### src/rtl/isc_pkg.sv
package isc_pkg;
  typedef enum logic [2:0] {
    ST_IDLE,
    ST_CLOSE,
    ST_REQ,
    ST_WAIT,
    ST_COMMIT,
    ST_ABORT
  } isc_state_e;
endpackage

### src/rtl/isc_ctrl.sv
module isc_ctrl
  import isc_pkg::*;
#(
  parameter int N_PROC = 4
) (
  input  logic              clk,
  input  logic              rst_n,
  input  logic              init_valid,
  input  logic              init_rollback,
  input  logic [N_PROC-1:0] id_oh,
  input  logic              closure_conv,
  input  logic              all_resp,
  input  logic              timed_out,
  output isc_state_e        st,
  output logic              load,
  output logic [N_PROC-1:0] init_oh,
  output logic              op_rollback
);
  isc_state_e        st_q, st_d;
  logic [N_PROC-1:0] oh_q;
  logic              op_q;

  assign load = (st_q == ST_IDLE) && init_valid;

  always_comb begin
    st_d = st_q;
    unique case (st_q)
      ST_IDLE:   if (init_valid) st_d = ST_CLOSE;
      ST_CLOSE:  if (closure_conv) st_d = ST_REQ;
      ST_REQ:    st_d = ST_WAIT;
      ST_WAIT: begin
        if (all_resp)       st_d = ST_COMMIT;
        else if (timed_out) st_d = ST_ABORT;
      end
      ST_COMMIT: st_d = ST_IDLE;
      ST_ABORT:  st_d = ST_IDLE;
      default:   st_d = ST_IDLE;
    endcase
  end

  always_ff @(posedge clk or negedge rst_n) begin
    if (!rst_n) st_q <= ST_IDLE;
    else        st_q <= st_d;
  end

  always_ff @(posedge clk or negedge rst_n) begin
    if (!rst_n) begin
      oh_q <= '0;
      op_q <= 1'b0;
    end else if (load) begin
      oh_q <= id_oh;
      op_q <= init_rollback;
    end
  end

  assign st          = st_q;
  assign init_oh     = oh_q;
  assign op_rollback = op_q;
endmodule

### src/rtl/isc_closure.sv
module isc_closure #(
  parameter int N_PROC = 4,
  localparam int MW    = N_PROC * N_PROC
) (
  input  logic              clk,
  input  logic              rst_n,
  input  logic              load,
  input  logic              step,
  input  logic              use_cons,
  input  logic [N_PROC-1:0] seed_oh,
  input  logic [MW-1:0]     dep_prod,
  input  logic [MW-1:0]     dep_cons,
  output logic [N_PROC-1:0] mask,
  output logic              conv
);
  logic [N_PROC-1:0] rows_q [N_PROC];
  logic [N_PROC-1:0] mask_q, mask_d;
  logic [N_PROC-1:0] front_q, front_d;
  logic [N_PROC-1:0] reach;

  for (genvar r = 0; r < N_PROC; r++) begin : g_row
    logic [N_PROC-1:0] src;
    assign src = use_cons ? dep_cons[r*N_PROC +: N_PROC]
                          : dep_prod[r*N_PROC +: N_PROC];
    always_ff @(posedge clk or negedge rst_n) begin
      if (!rst_n)    rows_q[r] <= '0;
      else if (load) rows_q[r] <= src;
    end
  end

  always_comb begin
    reach = '0;
    for (int i = 0; i < N_PROC; i++) begin
      if (front_q[i]) reach = reach | rows_q[i];
    end
  end

  always_comb begin
    mask_d  = mask_q;
    front_d = front_q;
    if (load) begin
      mask_d  = seed_oh;
      front_d = seed_oh;
    end else if (step) begin
      mask_d  = mask_q | reach;
      front_d = reach & ~mask_q;
    end
  end

  always_ff @(posedge clk or negedge rst_n) begin
    if (!rst_n) begin
      mask_q  <= '0;
      front_q <= '0;
    end else begin
      mask_q  <= mask_d;
      front_q <= front_d;
    end
  end

  assign mask = mask_q;
  assign conv = ((reach & ~mask_q) == '0);
endmodule

### src/rtl/isc_handshake.sv
module isc_handshake #(
  parameter int N_PROC = 4
) (
  input  logic              clk,
  input  logic              rst_n,
  input  logic              clear,
  input  logic              start,
  input  logic              active,
  input  logic [N_PROC-1:0] closure_mask,
  input  logic [N_PROC-1:0] init_oh,
  input  logic [N_PROC-1:0] resp_accept,
  input  logic [N_PROC-1:0] resp_decline,
  output logic [N_PROC-1:0] members,
  output logic [N_PROC-1:0] ack,
  output logic              all_resp
);
  logic [N_PROC-1:0] mem_q, mem_d;
  logic [N_PROC-1:0] pend_q, pend_d;
  logic [N_PROC-1:0] ack_q, ack_d;
  logic [N_PROC-1:0] seen, dec_eff;

  assign seen    = (resp_accept | resp_decline) & pend_q;
  assign dec_eff = resp_decline & pend_q;

  always_comb begin
    mem_d  = mem_q;
    pend_d = pend_q;
    ack_d  = '0;
    if (clear) begin
      mem_d  = '0;
      pend_d = '0;
    end else if (start) begin
      mem_d  = closure_mask;
      pend_d = closure_mask & ~init_oh;
    end else if (active) begin
      pend_d = pend_q & ~seen;
      mem_d  = mem_q & ~dec_eff;
      ack_d  = dec_eff;
    end
  end

  always_ff @(posedge clk or negedge rst_n) begin
    if (!rst_n) begin
      mem_q  <= '0;
      pend_q <= '0;
      ack_q  <= '0;
    end else begin
      mem_q  <= mem_d;
      pend_q <= pend_d;
      ack_q  <= ack_d;
    end
  end

  assign members  = mem_q;
  assign ack      = ack_q;
  assign all_resp = ((pend_q & ~seen) == '0);
endmodule

### src/rtl/isc_timer.sv
module isc_timer #(
  parameter int TO_W = 8
) (
  input  logic            clk,
  input  logic            rst_n,
  input  logic            load,
  input  logic [TO_W-1:0] limit,
  input  logic            clear,
  input  logic            run,
  output logic            hit
);
  logic [TO_W-1:0] lim_q;
  logic [TO_W-1:0] cnt_q, cnt_d;
  logic [TO_W:0]   cnt_nx;

  assign cnt_nx = {1'b0, cnt_q} + {{TO_W{1'b0}}, 1'b1};
  assign hit    = (cnt_nx >= {1'b0, lim_q});

  always_comb begin
    cnt_d = cnt_q;
    if (clear)    cnt_d = '0;
    else if (run) cnt_d = cnt_nx[TO_W-1:0];
  end

  always_ff @(posedge clk or negedge rst_n) begin
    if (!rst_n)    lim_q <= '0;
    else if (load) lim_q <= limit;
  end

  always_ff @(posedge clk or negedge rst_n) begin
    if (!rst_n) cnt_q <= '0;
    else        cnt_q <= cnt_d;
  end
endmodule

### src/rtl/isc_coordinator.sv
module isc_coordinator
  import isc_pkg::*;
#(
  parameter int N_PROC = 4,
  parameter int TO_W   = 8,
  localparam int IDW   = (N_PROC > 1) ? $clog2(N_PROC) : 1,
  localparam int MW    = N_PROC * N_PROC
) (
  input  logic              clk,
  input  logic              rst_n,
  input  logic              init_valid,
  input  logic [IDW-1:0]    init_id,
  input  logic              init_rollback,
  input  logic [TO_W-1:0]   timeout_cycles,
  input  logic [MW-1:0]     dep_prod,
  input  logic [MW-1:0]     dep_cons,
  input  logic [N_PROC-1:0] resp_accept,
  input  logic [N_PROC-1:0] resp_decline,
  output logic              busy,
  output logic              init_reject,
  output logic              op_rollback,
  output logic [N_PROC-1:0] req_strobe,
  output logic [N_PROC-1:0] ack_strobe,
  output logic [N_PROC-1:0] commit_strobe,
  output logic [N_PROC-1:0] abort_strobe,
  output logic              done,
  output logic              done_ok,
  output logic [N_PROC-1:0] member_mask
);
  isc_state_e        st;
  logic              load;
  logic [N_PROC-1:0] id_oh;
  logic [N_PROC-1:0] init_oh;
  logic [N_PROC-1:0] cl_mask;
  logic              cl_conv;
  logic              all_resp;
  logic              to_hit;
  logic [N_PROC-1:0] members;

  assign id_oh = {{(N_PROC-1){1'b0}}, 1'b1} << init_id;

  isc_ctrl #(.N_PROC(N_PROC)) u_ctrl (
    .clk          (clk),
    .rst_n        (rst_n),
    .init_valid   (init_valid),
    .init_rollback(init_rollback),
    .id_oh        (id_oh),
    .closure_conv (cl_conv),
    .all_resp     (all_resp),
    .timed_out    (to_hit),
    .st           (st),
    .load         (load),
    .init_oh      (init_oh),
    .op_rollback  (op_rollback)
  );

  isc_closure #(.N_PROC(N_PROC)) u_closure (
    .clk     (clk),
    .rst_n   (rst_n),
    .load    (load),
    .step    (st == ST_CLOSE),
    .use_cons(init_rollback),
    .seed_oh (id_oh),
    .dep_prod(dep_prod),
    .dep_cons(dep_cons),
    .mask    (cl_mask),
    .conv    (cl_conv)
  );

  isc_handshake #(.N_PROC(N_PROC)) u_hs (
    .clk         (clk),
    .rst_n       (rst_n),
    .clear       (load),
    .start       (st == ST_REQ),
    .active      (st == ST_WAIT),
    .closure_mask(cl_mask),
    .init_oh     (init_oh),
    .resp_accept (resp_accept),
    .resp_decline(resp_decline),
    .members     (members),
    .ack         (ack_strobe),
    .all_resp    (all_resp)
  );

  isc_timer #(.TO_W(TO_W)) u_timer (
    .clk  (clk),
    .rst_n(rst_n),
    .load (load),
    .limit(timeout_cycles),
    .clear(st == ST_REQ),
    .run  (st == ST_WAIT),
    .hit  (to_hit)
  );

  assign busy          = (st != ST_IDLE);
  assign init_reject   = init_valid && busy;
  assign req_strobe    = (st == ST_REQ)    ? (cl_mask & ~init_oh) : '0;
  assign commit_strobe = (st == ST_COMMIT) ? members : '0;
  assign abort_strobe  = (st == ST_ABORT)  ? members : '0;
  assign done          = (st == ST_COMMIT) || (st == ST_ABORT);
  assign done_ok       = (st == ST_COMMIT);
  assign member_mask   = members;
endmodule

### config.mk
export PLATFORM = sky130hd
export DESIGN_NAME = isc_coordinator
export DESIGN_NICKNAME = d
export VERILOG_FILES = /design/src/rtl/isc_pkg.sv /design/src/rtl/isc_ctrl.sv /design/src/rtl/isc_closure.sv /design/src/rtl/isc_handshake.sv /design/src/rtl/isc_timer.sv /design/src/rtl/isc_coordinator.sv
export SDC_FILE = /design/constraint.sdc
export NUM_CORES = 1
export LEC_CHECK = 0
export ABC_AREA = 1
export BUFFER_PORTS_ARGS = -buffer_cell sky130_fd_sc_hd__buf_2
export CAP_MARGIN = 40
export CORE_MARGIN = 2
export CORE_UTILIZATION = 50
export CTS_BUF_LIST = sky130_fd_sc_hd__clkbuf_4 sky130_fd_sc_hd__clkbuf_8 sky130_fd_sc_hd__clkbuf_16
export DETAILED_ROUTE_END_ITERATION = 7
export PLACE_DENSITY_LB_ADDON = 0.05
export SLEW_MARGIN = 40
export SYNTH_ARGS = -nofsm -noshare
export SYNTH_HDL_FRONTEND = slang
export SYNTH_HIERARCHICAL = 1
export SYNTH_SLANG_ARGS = --single-unit
### constraint.sdc
create_clock -name clk -period 4.1 [get_ports clk]
set_clock_uncertainty 0.1 [all_clocks]
set_input_delay 0.205 -clock clk [delete_from_list [all_inputs] [get_ports clk]]
set_output_delay 0.205 -clock clk [all_outputs]
set_load 0.1 [all_outputs]
==> results.json <==
{
  "status": "finished, final reports clean",
  "drt_iter0_drc": 134,
  "slowest_delay_ps": 550,
  "synth.ff_latch_count": 60,
  "end_kind": "flip-flop",
  "drt_first_pass_iters": 4,
  "cts_buffers": 9,
  "fp.dieW_um": 86.02,
  "cts.repair.resized": 0,
  "clock.fmax_mhz": 417.7,
  "placed_area_um2": 3785,
  "cap_violations": 0,
  "wl_per_cell_um": 11.93,
  "arrival_ps": 2540,
  "final_nets": 611,
  "hold_depth": 3,
  "cts-root-buf": "clkbuf_8",
  "overflow": 0,
  "ctsLongestPathBuffers": 2,
  "worst_slew_pin_slew_ps": 736.2,
  "seq_area_frac_synth_pct": 44.64,
  "die_y_um": 86.02,
  "htreeDepth": 3,
  "path_max_fanout": 46,
  "cp-start-kind": "flip-flop",
  "vdd_drop_max_v": 0.0002777,
  "register_area_um2": 1501,
  "hold_class": "in -> reg",
  "critPathKind": "reg -> reg",
  "layout_commonest_cell": "nand2_1",
  "dieArea_um2": 7399,
  "avgSynthCellArea_um2": 7.359,
  "core_area_um2": 6422,
  "power.leakage_nw": 2.292,
  "antenna_found_initial": 0,
  "layout_common_cells": "nand2_1 (155), buf_2 (78), dfrtp_1 (60)",
  "fin_crit_sh_pct": 58.39,
  "finalHoldViolCount": 0,
  "powerDensity_nw_per_um2": 758.3,
  "finalSetupTns_ps": 0,
  "grt_max_degree": 61,
  "rsz0062_at_grt": "no",
  "synth_cells": 457,
  "start_util_pct": 52.37,
  "yosysUniqueCellTypes": 32,
  "hpwl_mm": 5.486,
  "grt_pass1_vias": 2879,
  "wl_mm": 7.517,
  "final_antenna_net_count": 0,
  "r2r_cells": 8,
  "clkLatencyLatePin_ps": 340,
  "multiInputGateArea_um2": 1567,
  "drc": 0,
  "insertedDiodeCount": 0,
  "ios": 79,
  "post-route-cell-area_um2": 4099,
  "finalWeightedCongestion": 0.9111,
  "synth_warnings": 6,
  "io_buffers": 78,
  "grt_use_total_pct": 21.98,
  "finalPower_mw": 3.108,
  "maxSlewHeadroom_pct": 50.54,
  "via_per_inst": 4.883,
  "cp_slowest_cell": "dfrtp_1",
  "cp_cell_sequence": "nor2_2 -> nand3_2 -> clkinv_2 -> inv_2 -> nand2_2 -> inv_1 -> nand2_1 -> o211ai_1",
  "cts.sinks": 60,
  "tritoncts": "built",
  "vias": 3076,
  "fillers": 563,
  "layout_min_cycle_time_ps": 2394,
  "syn_nets": 520,
  "layout-drive-gt1-share_pct": 21.16,
  "fp-row-count": 29,
  "syn_to_final_growth_pct": 21.87,
  "grt_pass1_wl_mm": 12.87,
  "required_ps": 4240,
  "slew_violations": 0,
  "synth.cell_area_um2": 3363,
  "clk_pin_slew_ps": 70,
  "setup_violations": 0
}
[cell type report]
type	count	area share [%]
multi-input combinational	330	38.22
sequential	60	36.63
timing repair buffer	88	12.00
inverter	59	5.433
clock buffer	11	3.541
tap	77	2.350
clock inverter	5	1.832
[report_power, final]
part / internal, mW / switching (mW) / total, mW
clock network: 0.362 / 0.235 / 0.597
logic: 0.412 / 1.08 / 1.49
registers: 0.827 / 0.194 / 1.02
total: 1.60 / 1.51 / 3.11
[what timing repair did]
| item | in CTS | in global routing |
|---|---|---|
| hold endpoints to repair | 68 | 0 |
| buffers inserted | 0 | 0 |
| hold buffers | 9 | 0 |
| setup endpoints to repair | 0 | 0 |
[flip-flops by register name (all words and copies together), names as in the netlist]
register	count
u_timer/cnt_q	8
u_ctrl/st	3
u_hs/ack	4
u_ctrl/op_rollback	1
u_ctrl/init_oh	4
u_timer/lim_q	8
u_closure/mask	4
u_hs/pend_q	4
u_closure/front_q	4
u_hs/members	4
u_closure/rows_q	16
[per-stage QoR]
stage | utilization (%) | instances | hold slack [ps] | setup WS (ps)
after global placement | 58.93 | 605 | 302.5 | 1873
after detailed placement | 58.93 | 605 | 309.9 | 1768
final | 63.82 | 630 | 19.53 | 1706
after floorplan | - | 457 | -190.6 | 1432
after global routing | 63.82 | 630 | 29.93 | 1399
after CTS | 63.76 | 630 | 11.30 | 1727
[Yosys cell counts (all sizes together)]
master  number  share of area (%)
inv         58                6.5
nand3b       6                1.3
ha           9                3.3
a22o         2               0.56
a31oi        1               0.19
a21boi       3               0.67
o22ai        3               0.56
nand3       17                3.0
nand4        2               0.37
nor3         5                1.1
clkbuf       1               0.11
a21oi        8                1.3
o211ai       2               0.45
clkinv       1               0.15
o21ai       48                7.3
dfrtp       60                 45
xor2         4                1.0
buf          7                2.0
mux2         1               0.33
nand2      159                 18
nor2        60                7.1
[cell families after synthesis]
logic type | after synthesis | share of synthesized area [%]
buffers and inverters | 67 | 8.779
AND/OR/NAND/NOR | 249 | 30.88
flip-flops | 60 | 44.64
multiplexers | 1 | 0.3348
XOR/XNOR | 4 | 1.042
AO/OA/AOI/OAI | 67 | 10.97
adder cells (fa/ha/maj) | 9 | 3.348
[layer usage]
layer	routed length [um]	vias to the layer above	global-route usage, %
li1	-	1616	-
met1	3511	1358	29.68
met2	3493	92	35.59
met3	408	10	3.561
met4	104	0	8.369
met5	0	-	0
[critical path: cells and delay by family, from the launching register on]
family,cells,cell delay (ps)
flip-flops,1,550
AO/OA/AOI/OAI,1,80
AND/OR/NAND/NOR,4,460
buffers and inverters,3,1100
[worst paths after layout]
| path | startpoint | to | slack [ps] |
|---|---|---|---|
| min in group asynchronous | rst_n | u_timer/cnt_q[2] | 350 |
| setup reg to reg | u_ctrl/st[2] | u_closure/mask[0] | 1710 |
| setup / recovery | u_ctrl/st[2] | u_closure/mask[0] | 1710 |
| max in group asynchronous | rst_n | u_closure/rows_q[0] | 3140 |
| hold reg to reg | u_closure/rows_q[1] | u_closure/rows_q[1] | 390 |
| hold / removal | resp_decline[3] | u_hs/ack[3] | 20 |
No activity file was read; power rests on OpenSTA's default activity.
